## config.mk

```make
export PLATFORM = sky130hd
export DESIGN_NAME = raster_timing_gen
export DESIGN_NICKNAME = d
export VERILOG_FILES = /design/src/rtl/rtg_pkg.sv /design/src/rtl/rtg_regs.sv /design/src/rtl/rtg_axis.sv /design/src/rtl/rtg_decode.sv /design/src/rtl/raster_timing_gen.sv
export SDC_FILE = /design/constraint.sdc
export NUM_CORES = 1
export LEC_CHECK = 0
export ABC_AREA = 1
export BUFFER_PORTS_ARGS = -buffer_cell sky130_fd_sc_hd__buf_2
export CELL_PAD_IN_SITES_DETAIL_PLACEMENT = 0
export CELL_PAD_IN_SITES_GLOBAL_PLACEMENT = 1
export CORE_MARGIN = 8
export CORE_UTILIZATION = 37
export CTS_CLUSTER_DIAMETER = 30
export DETAILED_ROUTE_END_ITERATION = 12
export GPL_ROUTABILITY_DRIVEN = 0
export PLACE_DENSITY = 0.64
export SLEW_MARGIN = 0
export SYNTH_ARGS = -nofsm -noshare
export SYNTH_HDL_FRONTEND = slang
export SYNTH_SLANG_ARGS = --single-unit
```

## constraint.sdc

```tcl
create_clock -name clk -period 2.3 [get_ports clk]
set_input_delay 0.115 -clock clk [delete_from_list [all_inputs] [get_ports clk]]
set_output_delay 0.115 -clock clk [all_outputs]
set_load 0.02 [all_outputs]
```

## src/rtl/rtg_pkg.sv

```systemverilog
package rtg_pkg;
  localparam int POS_W  = 16;
  localparam int SLOT_N = 9;

  // register address map
  localparam int A_CTRL    = 0;
  localparam int A_H_LAST  = 1;
  localparam int A_H_VIS   = 2;
  localparam int A_HS_LO   = 3;
  localparam int A_HS_HI   = 4;
  localparam int A_V_LAST  = 5;
  localparam int A_V_VIS   = 6;
  localparam int A_VS_LO   = 7;
  localparam int A_VS_HI   = 8;
  localparam int A_FETCH   = 9;
  localparam int A_HS_ALT  = 10;

  // position strictly past lo and not past hi (last-position encoding)
  function automatic logic in_span(input logic [POS_W-1:0] pos,
                                   input logic [POS_W-1:0] lo,
                                   input logic [POS_W-1:0] hi);
    return (pos > lo) && (pos <= hi);
  endfunction

  function automatic logic not_beyond(input logic [POS_W-1:0] pos,
                                      input logic [POS_W-1:0] lim);
    return pos <= lim;
  endfunction
endpackage

```

## src/rtl/rtg_regs.sv

```systemverilog
module rtg_regs import rtg_pkg::*; #(
  parameter int CNT_W  = 12,
  parameter int ADDR_W = 4
) (
  input  logic                          clk,
  input  logic                          rst_n,
  input  logic                          wr_en,
  input  logic [ADDR_W-1:0]             wr_addr,
  input  logic [CNT_W-1:0]              wr_data,
  input  logic                          frame_end,
  output logic                          run,
  output logic                          refresh,
  output logic [SLOT_N:1][CNT_W-1:0]    live
);
  logic [SLOT_N:1][CNT_W-1:0] staged;
  logic                       load;

  // live set follows the staged set while idle or at the frame boundary
  assign load = !run || frame_end;

  always_ff @(posedge clk) begin
    if (!rst_n) begin
      run     <= 1'b0;
      refresh <= 1'b0;
    end else if (wr_en && (wr_addr == ADDR_W'(A_CTRL))) begin
      run     <= wr_data[0];
      refresh <= wr_data[1];
    end
  end

  always_ff @(posedge clk) begin
    if (!rst_n) begin
      staged <= '0;
      live   <= '0;
    end else begin
      if (load) live <= staged;
      for (int s = 1; s <= SLOT_N; s++) begin
        if (wr_en && (wr_addr == ADDR_W'(s))) staged[s] <= wr_data;
      end
    end
  end
endmodule

```

## src/rtl/rtg_axis.sv

```systemverilog
module rtg_axis #(
  parameter int CNT_W = 12
) (
  input  logic             clk,
  input  logic             rst_n,
  input  logic             run,
  input  logic             step,
  input  logic [CNT_W-1:0] last,
  output logic [CNT_W-1:0] cnt,
  output logic             wrap
);
  assign wrap = run && step && (cnt == last);

  always_ff @(posedge clk) begin
    if (!rst_n)     cnt <= '0;
    else if (!run)  cnt <= '0;
    else if (step)  cnt <= wrap ? '0 : cnt + 1'b1;
  end
endmodule

```

## src/rtl/rtg_decode.sv

```systemverilog
module rtg_decode import rtg_pkg::*; #(
  parameter int CNT_W = 12
) (
  input  logic             run,
  input  logic             refresh,
  input  logic [CNT_W-1:0] h,
  input  logic [CNT_W-1:0] v,
  input  logic [CNT_W-1:0] h_vis,
  input  logic [CNT_W-1:0] hs_lo,
  input  logic [CNT_W-1:0] hs_hi,
  input  logic [CNT_W-1:0] v_vis,
  input  logic [CNT_W-1:0] vs_lo,
  input  logic [CNT_W-1:0] vs_hi,
  input  logic [CNT_W-1:0] fetch_at,
  output logic             disp_en,
  output logic             hsync,
  output logic             vsync,
  output logic             fetch_stb
);
  logic in_window, h_sync_zone, v_sync_zone, fetch_hit;

  assign in_window   = not_beyond(POS_W'(h), POS_W'(h_vis)) &&
                       not_beyond(POS_W'(v), POS_W'(v_vis));
  assign h_sync_zone = in_span(POS_W'(h), POS_W'(hs_lo), POS_W'(hs_hi));
  assign v_sync_zone = in_span(POS_W'(v), POS_W'(vs_lo), POS_W'(vs_hi));
  assign fetch_hit   = (h == fetch_at);

  assign disp_en   = run && refresh && in_window;
  assign fetch_stb = run && refresh && fetch_hit;
  assign hsync     = run && h_sync_zone;
  assign vsync     = run && v_sync_zone;
endmodule

```

## src/rtl/raster_timing_gen.sv

```systemverilog
module raster_timing_gen import rtg_pkg::*; #(
  parameter int CNT_W  = 12,
  parameter int ADDR_W = 4
) (
  input  logic              clk,
  input  logic              rst_n,
  input  logic              wr_en,
  input  logic [ADDR_W-1:0] wr_addr,
  input  logic [CNT_W-1:0]  wr_data,
  output logic [CNT_W-1:0]  h_pos,
  output logic [CNT_W-1:0]  v_pos,
  output logic              disp_en,
  output logic              hsync,
  output logic              vsync,
  output logic              fetch_stb
);
  logic                       run;
  logic                       refresh;
  logic [SLOT_N:1][CNT_W-1:0] live;
  logic                       h_wrap;
  logic                       frame_end;

  rtg_regs #(.CNT_W(CNT_W), .ADDR_W(ADDR_W)) u_regs (
    .clk(clk), .rst_n(rst_n), .wr_en(wr_en), .wr_addr(wr_addr),
    .wr_data(wr_data), .frame_end(frame_end), .run(run),
    .refresh(refresh), .live(live)
  );

  rtg_axis #(.CNT_W(CNT_W)) u_h_axis (
    .clk(clk), .rst_n(rst_n), .run(run), .step(1'b1),
    .last(live[A_H_LAST]), .cnt(h_pos), .wrap(h_wrap)
  );

  rtg_axis #(.CNT_W(CNT_W)) u_v_axis (
    .clk(clk), .rst_n(rst_n), .run(run), .step(h_wrap),
    .last(live[A_V_LAST]), .cnt(v_pos), .wrap(frame_end)
  );

  rtg_decode #(.CNT_W(CNT_W)) u_decode (
    .run(run), .refresh(refresh), .h(h_pos), .v(v_pos),
    .h_vis(live[A_H_VIS]), .hs_lo(live[A_HS_LO]), .hs_hi(live[A_HS_HI]),
    .v_vis(live[A_V_VIS]), .vs_lo(live[A_VS_LO]), .vs_hi(live[A_VS_HI]),
    .fetch_at(live[A_FETCH]),
    .disp_en(disp_en), .hsync(hsync), .vsync(vsync), .fetch_stb(fetch_stb)
  );
endmodule

```

; Word-level counts from Yosys, hierarchy flattened
; Cells that the tools add are included.
[classes]
n_bitwise = 2
magnitude_cmp = 6
eq_ne = 12
n_mux = 1
n_addsub = 2
reduce_logical = 26
[op_table]
columns = cell, count
row1 = 12-bit <= comparator, 4
row2 = 12-bit == test, 3
row3 = "12-bit by 1-bit adder with 12-bit output, second input constant", 2
row4 = 12-bit > comparator, 2
row5 = 1-bit logical AND, 21
row6 = "4-bit by 3-bit == test with 1-bit output, second input constant", 4
row7 = 12-bit two-way mux, 1
row8 = "4-bit by 2-bit == test with 1-bit output, second input constant", 2
row9 = "4-bit == test, second input constant", 2
row10 = "4-bit by 1-bit == test with 1-bit output, second input constant", 1
row11 = 4-bit zero test, 1
row12 = 3-bit OR reduction, 1
row13 = 1-bit NOT, 2
row14 = 2-bit AND reduction, 1
row15 = 1-bit zero test, 1
row16 = 1-bit logical OR, 1
[totals]
reg_bits = 242
word_cells = 71
input_bits = 19
out_inout_bits = 28

; Depth between registers and ports, before layout
; Gate-level depths: netlist of run 1.
[depth]
ltp_word = 5
ltp_mapped = 15
ltp_nobuf = 12

; By module
; A second synthesis of run 1 with hierarchy kept.
[hier_totals]
cells_unflattened = 1783
hier_area_um2 = 12115.4
[by_module_without_submodules]
columns = mod, seq_area_each_um2, area_per_inst_um2, cells_each, n_inst
row1 = rtg_regs, 4364.2, 8065.2, 1095, 1
row2 = rtg_decode, 0.0, 2217.1, 363, 1
row3 = rtg_axis, 240.2, 914.6, 162, 2
row4 = raster_timing_gen, 0.0, 3.8, 1, 1

; Worst setup path after synthesis of run 1
; No wires, ideal clock.
[synth_timing]
path_type = register to register
startpoint = register u_h_axis.cnt[7]
endpoint = register u_regs.live[100] (netlist name)
synth_period_minus_slack_ns = 1.926
setup_time_ns = 0.115
path_slack_ns = 0.374
t_arrival_ns = 1.811
required_time_ns = 2.185
n_path_buf = 3
path_stages_with_launch = 13
cell_sequence = dfxtp_1 > buf_4 > inv_2 > nand2_1 > nand2_1 > nor2_1 > nand3_2 > nor2_8 > nand2_4 > buf_6 > buf_2 > a21oi_1 > nor2_1
[synth_via]
elab_chain_len = 5
[synth_rtl]
columns = element, line
row1 = start: declaration, rtg_axis.sv:9  ; output logic [CNT_W-1:0] cnt,
row2 = start signal: assignment, rtg_axis.sv:17  ; else if (step) cnt <= wrap ? '0 : cnt + 1'b1;
row3 = 12-bit == test, rtg_axis.sv:12  ; assign wrap = run && step && (cnt == last);
row4 = 1-bit logical AND (3 in series), rtg_axis.sv:12
row5 = 1-bit logical OR, rtg_regs.sv:19  ; assign load = !run || frame_end;
row6 = end signal: assignment, rtg_regs.sv:36  ; if (load) live <= staged;
row7 = end: declaration, rtg_regs.sv:13  ; output logic [SLOT_N:1][CNT_W-1:0] live
; Every way passes these cells.
; A chain may end at the register's enable or synchronous reset.

; Worst setup path in the final report of run 1
[layout_timing]
startpoint = register u_h_axis.cnt[8]
endpoint = output port hsync
[layout_via]
elab_chain_len = 3
elab_cells_between_ends = 4
cone_classes = 2 x order compare / 2 x reduce/logical
[layout_rtl]
columns = element, line
row1 = 12-bit > comparator or 12-bit <= comparator (tied branches), rtg_pkg.sv:22  ; return (pos > lo) && (pos <= hi);
row2 = 1-bit logical AND *, rtg_pkg.sv:22
row3 = 1-bit logical AND *, rtg_decode.sv:30  ; assign hsync = run && h_sync_zone;
row4 = end: declaration, raster_timing_gen.sv:13  ; output logic hsync,
; Every way passes the cells marked *; elsewhere a longest branch is shown, timed or not.

==> impl_metrics.tcl, run 1 <==
set metrics [dict create \
    cts_tree "yes" \
    path_max_fanout 3 \
    layout_setup_ws_ps 12.5 \
    grt_max_degree 140 \
    totalWireLength_um 39200 \
    p_per_area_mw_per_mm2 894 \
    fin_skew_ps 16.8 \
    placed_cell_area_mm2 0.0132 \
    grt_pass1_vias 11031 \
    start_util 0.376 \
    r2r_setup_slack_ps 280 \
    required_ps 2180 \
    min_from "wr_addr[3]" \
    synth_warnings 0 \
    tightest_slew_ps 696 \
    cts_buffers 68 \
    clock_latency_ps 540 \
    antenna_cells 0 \
    hold_violations 0 \
    holdPathEnd "u_regs.refresh$_SDFFE_PN0P_" \
    peakVddDrop_v 0.000660 \
    slew_viol_final 0 \
    grt_pass1_wl_um 62400 \
    hold_depth 4 \
    antenna_found_initial 1 \
    crit_arrival_ps 2170 \
    max_freq_ghz 0.437 \
    final_common_cell "nor2_1" \
    num_vias 11367 \
    syn_area_mm2 0.0123 \
    reg2reg_from "u_h_axis.cnt[9]$_SDFF_PP0_" \
    final_cell_mix "nor2_1 (375), nand2_1 (251), dfxtp_1 (220), inv_1 (183), a21oi_1 (163)" \
    wl_per_cell_um 16.8 \
    clockBufferDepth 3 \
    dieWidth_um 198 \
    syn_inst 1753 \
    drive_above_1_share 0.179 \
    min_path_type "input pin to flip-flop" \
    h-tree-depth 3 \
    finalPower_uw 14400 \
    critPathKind "flip-flop to output pin" \
    post-route-period-util 0.995 \
    final_util 0.494 \
    drt_pass1_iterations 5 \
    clk_pin_slew_ps 40 \
    design_area_mm2 0.0161 \
    start_kind "flip-flop" \
    worstRegToRegCells 13 \
    ant_nets 0 \
    setup_viol 0 \
    clockRootBuffer "clkbuf_16" \
    nFillCells 3232 \
    cts_sinks 242 \
    ys_seq_elements 242 \
    drcViolationCount 0 \
    dieArea_mm2 0.0392 \
    seq_area_frac_synth 0.395 \
    status "finished, final reports clean" \
    coreArea_mm2 0.0326 \
    slew_headroom 0.536 \
    synth_nets 1846 \
    final.min_clock_period_ps 2290 \
    drtIter0Drc 678 \
    post-place-ws_ps 303 \
    syn_area_per_cell_um2 6.99 \
    power_leakage_uw 0.00705 \
    hpwl_um 25300 \
    rows 66 \
    syn_to_final_growth_pct 31.5 \
    finalNetCount 1941 \
    grt_usage 0.202 \
    ys_types 35 \
    crit_path_end_kind "output pin" \
    io_pins 47 \
    viasPerCell 4.86 \
    die_y_um 198 \
    rsz0062_at_grt "yes" \
    port_buffers 46 \
    grt-ovfl-total 0 \
    drv_cap 0 \
    r2r_end "u_v_axis.cnt[3]$_SDFFE_PN0P_" \
]
## registers in the layout (all words and copies together), names as in the netlist
register        cells
u_v_axis.cnt       12
u_regs.refresh      1
u_regs.run          1
u_h_axis.cnt       12
u_regs.staged     108
u_regs.live       108
## power breakdown
part           internal [uW]  total, uW  leakage (uW)  switching (uW)
combinational            254        741       0.00395             488
clock                   6660       9340       0.00113            2680
sequential              4290       4330       0.00197            41.2
## cell type report
type	instances	area, um2	share of cell area
clock buffer	103	2020	0.126
inverter	190	713	0.0443
multi-input combinational	1215	6550	0.407
tap	442	553	0.0343
clock inverter	18	277	0.0172
timing repair buffer	131	1100	0.0681
sequential	242	4900	0.304
## cell usage after synthesis (all sizes together)
cell,n,share of area
and3,1,0.00051
a21boi,2,0.0012
o21a,2,0.0012
buf,47,0.024
clkbuf,59,0.018
a21o,1,0.00061
o21ai,127,0.052
nand4,13,0.0066
nand3,137,0.069
inv,190,0.058
o22ai,1,0.00051
a21oi,164,0.067
nor2,384,0.12
a211oi,3,0.0018
dfxtp,242,0.40
ha,74,0.076
nand3b,3,0.0018
xor2,8,0.0057
a221oi,4,0.0029
and2,1,0.00051
nor3b,2,0.0012
nor3,7,0.0029
nand2,261,0.081
o211ai,5,0.0031
xnor2,15,0.011
## repair_timing
| item | in CTS | in global routing |
|---|---|---|
| setup buffers | 11 | 6 |
| hold buffers | 3 | 0 |
| setup endpoints to repair | 3 | 3 |
| pin swaps | 22 | 25 |
| resized for setup | 74 | 35 |
| endpoints found under the hold margin | 43 | 0 |
## logic make-up after synthesis
group / count (synthesis) / synth area share
simple gates: 809 / 0.282
buf+inv: 296 / 0.100
fa+ha+maj: 74 / 0.0756
compound gates: 309 / 0.130
xor+xnor: 23 / 0.0164
flops: 242 / 0.395
## stage by stage
step	hold WS, ps	instances	setup TNS [ps]
after floorplan	282	1753	0
after global placement	432	2202	0
after detailed placement	437	2202	0
after CTS	7.84	2336	-91.3
after global routing	19.4	2341	-267
final	28.1	2341	0
## critical path, stage by stage (launching register included)
cell     delay, ps
dfxtp_4        350
buf_6          130
ha_4           250
nand2_2         40
nor2_2         110
nand4_1        140
a21oi_1        200
nor3_2          60
nor2_2         150
nor2_2          70
buf_6          130
## worst max-delay path by stage
stage,startpoint,endpoint,slack [ps],depth (start not counted)
floorplan,u_h_axis.cnt[7]$_SDFF_PP0_,u_regs.live[100]$_SDFFE_PN0P_,370,12
global placement,u_h_axis.cnt[10]$_SDFF_PP0_,u_v_axis.cnt[3]$_SDFFE_PN0P_,310,11
detailed placement,u_h_axis.cnt[7]$_SDFF_PP0_,hsync,300,8
CTS,u_h_axis.cnt[8]$_SDFF_PP0_,hsync,-70,10
global route,u_h_axis.cnt[8]$_SDFF_PP0_,hsync,-110,10
finish,u_h_axis.cnt[8]$_SDFF_PP0_,hsync,10,10
## metal layers
layer,wire length (um),vias up,track usage
met2,17300,226,0.308
li1,-,5834,-
met5,0,-,0
met1,19700,5269,0.290
met3,1770,38,0.0346
met4,453,0,0.0503
Note: power is estimated with default switching activity, not from simulation.
==> run 2: changes to the inputs <==
--- a/config.mk
+++ b/config.mk
@@ -9,12 +9,13 @@
 export BUFFER_PORTS_ARGS = -buffer_cell sky130_fd_sc_hd__buf_2
 export CELL_PAD_IN_SITES_DETAIL_PLACEMENT = 0
 export CELL_PAD_IN_SITES_GLOBAL_PLACEMENT = 1
-export CORE_MARGIN = 8
+export CORE_MARGIN = 2
 export CORE_UTILIZATION = 37
 export CTS_CLUSTER_DIAMETER = 30
 export DETAILED_ROUTE_END_ITERATION = 12
 export GPL_ROUTABILITY_DRIVEN = 0
 export PLACE_DENSITY = 0.64
+export RECOVER_POWER = 25
 export SLEW_MARGIN = 0
 export SYNTH_ARGS = -nofsm -noshare
 export SYNTH_HDL_FRONTEND = slang
==> run 2 against run 1 <==
  * The flow now finishes with violations (setup timing)
  * Maximum frequency fell by 2.6%
  * Combinational power rose by 3%
  * Global-route usage rose by 3.1 points
  * First-iteration DRC count fell by 5.9%
  * Count of clock-buffer cells in the layout fell by 9
  * Sequential power barely moved
  * Setup slack got worse by 62 ps
  * Clock power fell by 0.4%
  * Register-to-register slack got worse by 140 ps
  * Clock skew rose by 5.3 ps
  * Sequential share of layout area rose by 0.13 points
  * Non-clock buffer count fell by 12
  * Largest power group unchanged
  * Highest routed layer unchanged
==> impl_metrics.tcl, run 2 (synthesis results as in run 1) <==
set metrics [dict create \
    status "complete, but fails checks" \
    violations "setup timing" \
    dieArea_mm2 0.0346 \
    finalNetCount 1932 \
    p_comb_frac 0.053 \
    coreArea_mm2 0.0325 \
    drtIter0Drc 638 \
    cts_buffers 71 \
    max_freq_ghz 0.426 \
    p_per_area_mw_per_mm2 902 \
    r2r_end "u_regs.live[54]$_SDFFE_PN0P_" \
    p_int_uw 11000 \
    rsz0062_at_grt "yes" \
    antenna_found_initial 0 \
    dieWidth_um 186 \
    drcViolationCount 0 \
    dr_wl_met2_um 17800 \
    slew_viol_final 0 \
    worstRegToRegCells 12 \
    die_y_um 186 \
    slew_headroom 0.229 \
    top_regs "u_regs.live x108, u_regs.staged x108" \
    fin_skew_ps 22.1 \
    clockBufferDepth 3 \
    grt_pass1_wl_um 60800 \
    holdPathEnd "u_regs.staged[47]$_SDFFE_PN0P_" \
    start_kind "flip-flop" \
    wl_per_cell_um 17.0 \
    tightest_slew_ps 1160 \
    layout_setup_ws_ps -49.2 \
    design_area_mm2 0.0160 \
    nFillCells 3365 \
    start_util 0.377 \
    grt_max_degree 130 \
    hpwl_um 25300 \
    power_leakage_uw 0.00694 \
    min_path_type "input pin to flip-flop" \
    clkPwrFrac 0.646 \
    crit_path_end_kind "output pin" \
    grt-ovfl-total 0 \
    wl_met3_um 1540 \
    path_max_fanout 4 \
    p_seq_frac 0.301 \
    r2r_setup_slack_ps 140 \
    final_util 0.491 \
    antenna_cells 0 \
    post-place-ws_ps 199 \
    hold_violations 0 \
    peakVddDrop_v 0.000586 \
    hold_depth 3 \
    startpoint "u_h_axis.cnt[11]$_SDFF_PP0_" \
    swShare 0.238 \
    setup_viol 2 \
    num_vias 11329 \
    crit_arrival_ps 2230 \
    placed_cell_area_mm2 0.0131 \
    io_pins 47 \
    totalWireLength_um 39800 \
    viasPerCell 4.86 \
    port_buffers 46 \
    clockRootBuffer "clkbuf_16" \
    h-tree-depth 3 \
    clock_latency_ps 570 \
    final_common_cell "nor2_1" \
    drv_cap 0 \
    cts_sinks 242 \
    cts_tree "yes" \
    top_layer "met4" \
    clk_pin_slew_ps 50 \
    final.min_clock_period_ps 2350 \
    drt_pass1_iterations 4 \
    power_switching_uw 3430 \
    grt_pass1_vias 10475 \
    m1WireLength_um 19500 \
    reg2reg_from "u_h_axis.cnt[9]$_SDFF_PP0_" \
    syn_to_final_growth_pct 30.4 \
    drive_above_1_share 0.172 \
    rows 66 \
    hold_ws_ps 20.1 \
    final_cell_mix "nor2_1 (373), nand2_1 (252), dfxtp_1 (226), inv_1 (184), a21oi_1 (159)" \
    required_ps 2180 \
    finalPower_uw 14400 \
    min_from "wr_data[11]" \
    ant_nets 0 \
    post-route-period-util 1.02 \
    critPathKind "flip-flop to output pin" \
    grt_usage 0.233 \
]
run 2: how the worst max path moves through the flow:
stage | depth (start not counted) | to | slack (ps)
global placement | 12 | u_regs.live[98]$_SDFFE_PN0P_ | 180
floorplan | 12 | u_regs.live[100]$_SDFFE_PN0P_ | 370
global route | 9 | disp_en | -170
detailed placement | 9 | u_regs.live[89]$_SDFFE_PN0P_ | 200
CTS | 10 | hsync | -130
finish | 9 | disp_en | -50
run 2: timing repair:
action / in CTS / in global routing
resized for setup: 56 / 43
setup buffers: 14 / 0
pin swaps: 26 / 23
setup endpoints to repair: 3 / 8
hold endpoints to repair: 20 / 0
hold buffers: 5 / 0
run 2: worst max-delay path: stages (launching register included):
cell and delay (ps):
dfxtp_4 370, buf_8 140, ha_4 260, nand2_2 50, nor2_2 140, nand4_1 150
a21o_1 220, a21oi_4 160, nor2_2 50, buf_6 120
run 2: metal layers:
metal | vias to the layer above | track usage
met3 | 68 | 0.0391
met1 | 5221 | 0.329
met5 | - | 0
li1 | 5813 | -
met4 | 0 | 0.0775
met2 | 227 | 0.358
run 2: power groups by stage:
stage / Clock [uW] / Combinational (uW) / Sequential, uW
floorplan: 0 / 485 / 4400
global placement: 0 / 707 / 4420
detailed placement: 0 / 711 / 4410
CTS: 9430 / 743 / 4340
global route: 9690 / 848 / 4340
finish: 9300 / 761 / 4340
run 2: layout make-up:
class	count	area, um2	share of cell area
flip-flops and latches	242	4880	0.305
multi-input cells	1215	6580	0.412
clock buffers	94	1970	0.124
repair buffers	119	955	0.0598
inverters	190	713	0.0446
clock inverters	31	329	0.0206
well taps	442	553	0.0346
run 2: through the flow:
stage | setup TNS [ps] | std cells
3_5_place_dp | 0 | 2193
2_1_floorplan | 0 | 1753
3_3_place_gp | 0 | 2193
5_1_grt | -406 | 2333
6_report | -75.4 | 2333
4_1_cts | -284 | 2335
==> run 3: changes to the inputs <==
--- a/config.mk
+++ b/config.mk
@@ -7,6 +7,7 @@
 export LEC_CHECK = 0
 export ABC_AREA = 1
 export BUFFER_PORTS_ARGS = -buffer_cell sky130_fd_sc_hd__buf_2
+export CAP_MARGIN = 20
 export CELL_PAD_IN_SITES_DETAIL_PLACEMENT = 0
 export CELL_PAD_IN_SITES_GLOBAL_PLACEMENT = 1
 export CORE_MARGIN = 2
@@ -15,7 +16,8 @@
 export DETAILED_ROUTE_END_ITERATION = 12
 export GPL_ROUTABILITY_DRIVEN = 0
 export PLACE_DENSITY = 0.64
-export RECOVER_POWER = 25
+export RECOVER_POWER = 50
+export REMOVE_ABC_BUFFERS = 1
 export SLEW_MARGIN = 0
 export SYNTH_ARGS = -nofsm -noshare
 export SYNTH_HDL_FRONTEND = slang
==> run 3 against run 2 <==
  * The run still ends with setup timing left
  * Non-clock buffer count fell by 7
  * Final cell count shrank 0.21%
  * Count of clock-buffer cells in the layout is the same
  * Setup slack improved by 20 ps
  * Critical path type unchanged
==> impl_metrics.tcl, run 3 (synthesis results as in run 1) <==
set metrics [dict create \
    tightest_slew_ps 934 \
    num_vias 11285 \
    nFillCells 3338 \
    required_ps 2180 \
    dieArea_mm2 0.0346 \
    clockRootBuffer "clkbuf_16" \
    ant_nets 0 \
    wl_per_cell_um 16.6 \
    max_freq_ghz 0.429 \
    dieWidth_um 186 \
    r2r_setup_slack_ps 150 \
    hold_depth 3 \
    totalWireLength_um 38600 \
    viasPerCell 4.85 \
    hpwl_um 24000 \
    power_leakage_uw 0.00697 \
    grt_max_degree 130 \
    worstRegToRegCells 11 \
    path_max_fanout 5 \
    start_util 0.377 \
    grt_pass1_vias 10746 \
    grt-ovfl-total 0 \
    design_area_mm2 0.0161 \
    slew_headroom 0.378 \
    coreArea_mm2 0.0325 \
    drt_pass1_iterations 5 \
    peakVddDrop_v 0.000560 \
    cts_buffers 70 \
    final_cell_mix "nor2_1 (374), nand2_1 (253), dfxtp_1 (219), inv_1 (175), a21oi_1 (160)" \
    finalNetCount 1924 \
    clockBufferDepth 3 \
    holdPathEnd "u_regs.staged[83]$_SDFFE_PN0P_" \
    reg2reg_from "u_h_axis.cnt[9]$_SDFF_PP0_" \
    placedCellCount 2182 \
    drive_above_1_share 0.174 \
    syn_to_final_growth_pct 31.0 \
    setup_viol 1 \
    min_from "wr_data[11]" \
    cts_tree "yes" \
    slew_viol_final 0 \
    placed_cell_area_mm2 0.0130 \
    crit_arrival_ps 2210 \
    rows 66 \
    r2r_end "u_regs.live[19]$_SDFFE_PN0P_" \
    crit_path_end_kind "output pin" \
    critPathKind "flip-flop to output pin" \
    fin_skew_ps 18.6 \
    die_y_um 186 \
    violations "setup timing" \
    grt_usage 0.227 \
    layout_setup_ws_ps -29.3 \
    port_buffers 46 \
    drcViolationCount 0 \
    instances_no_fill 2328 \
    io_pins 47 \
    drv_cap 0 \
    min_path_type "input pin to flip-flop" \
    status "complete, but fails checks" \
    start_kind "flip-flop" \
    p_per_area_mw_per_mm2 941 \
    grt_pass1_wl_um 60100 \
    clock_latency_ps 550 \
    cts_sinks 242 \
    top_regs "u_regs.live x108, u_regs.staged x108" \
    antenna_found_initial 1 \
    hold_violations 0 \
    drtIter0Drc 753 \
    h-tree-depth 3 \
    final_common_cell "nor2_1" \
    rsz0062_at_grt "yes" \
    final.min_clock_period_ps 2330 \
    post-route-period-util 1.01 \
    clk_pin_slew_ps 40 \
]
run 3: cell count changes in the layout (fill, tap and decap cells not counted), moves of 3 or more:
cell,previous run,this run
dfxtp_4,5,15
buf_2,37,28
inv_1,184,175
inv_2,6,15
bufinv_16,4,11
dfxtp_1,226,219
clkbuf_1,19,25
buf_4,45,41
buf_6,14,11
dfxtp_2,11,8
nor2_2,9,6
run 3: worst max-delay path by stage:
stage | cells past startpoint | startpoint | endpoint
finish | 8 | u_v_axis.cnt[9]$_SDFFE_PN0P_ | disp_en
global route | 9 | u_h_axis.cnt[9]$_SDFF_PP0_ | hsync
CTS | 8 | u_v_axis.cnt[9]$_SDFFE_PN0P_ | disp_en
detailed placement | 9 | u_v_axis.cnt[3]$_SDFFE_PN0P_ | disp_en
global placement | 9 | u_v_axis.cnt[3]$_SDFFE_PN0P_ | disp_en
floorplan | 9 | u_regs.run$_SDFFE_PN0P_ | u_v_axis.cnt[2]$_SDFFE_PN0P_
run 3: critical path, stage by stage (launching register included):
cell and delay (ps):
dfxtp_4 390, ha_4 280, nand4_1 160, nor3_2 220, nand4_1 140, nand2_2 170, nand2_4 80, nor2_4 110
buf_6 120
run 3: timing repair:
item | CTS | global route
hold buffers | 3 | 0
pin swaps | 25 | 19
endpoints found under the hold margin | 30 | 0
buffers inserted | 15 | 3
endpoints found under the setup margin | 3 | 4
gates resized for setup | 76 | 41
gates cloned | 0 | 0
run 3: area by class of cell:
class,instances,area (um2),share of cell area
multi-input combinational,1215,6540,0.408
sequential,242,4910,0.306
clock buffer,94,1990,0.124
timing repair buffer,112,873,0.0544
inverter,190,713,0.0444
tap,442,553,0.0344
clock inverter,32,465,0.0290
antenna,1,2.50,0.000156
run 3: metrics by stage:
| stage | setup TNS (ps) | util | total power (uW) | hold WS (ps) | setup slack [ps] |
|---|---|---|---|---|---|
| final | -29.3 | 0.493 | 15100 | 25.7 | -29.3 |
| after global routing | -296 | 0.493 | 15600 | 25.3 | -119 |
| after CTS | -36.9 | 0.490 | 15200 | 13.0 | -27.0 |
| after detailed placement | 0 | 0.400 | 5100 | 436 | 156 |
| after global placement | 0 | 0.400 | 5090 | 432 | 150 |
| after floorplan | -527520 | - | 4820 | 236 | -4070 |
run 3: report_power, final:
group	internal [uW]	leakage (uW)	switching [uW]
clock	7240	0.00121	2820
combinational	240	0.00379	488
sequential	4280	0.00197	39.9
total	11800	0.00697	3350
run 3: metal layers:
metal	vias to the layer above	global-route usage	share of wire
li1	5793	-	-
met1	5225	0.324	0.50
met2	200	0.352	0.44
met3	67	0.0364	0.037
met4	0	0.0680	0.021
met5	-	0	0
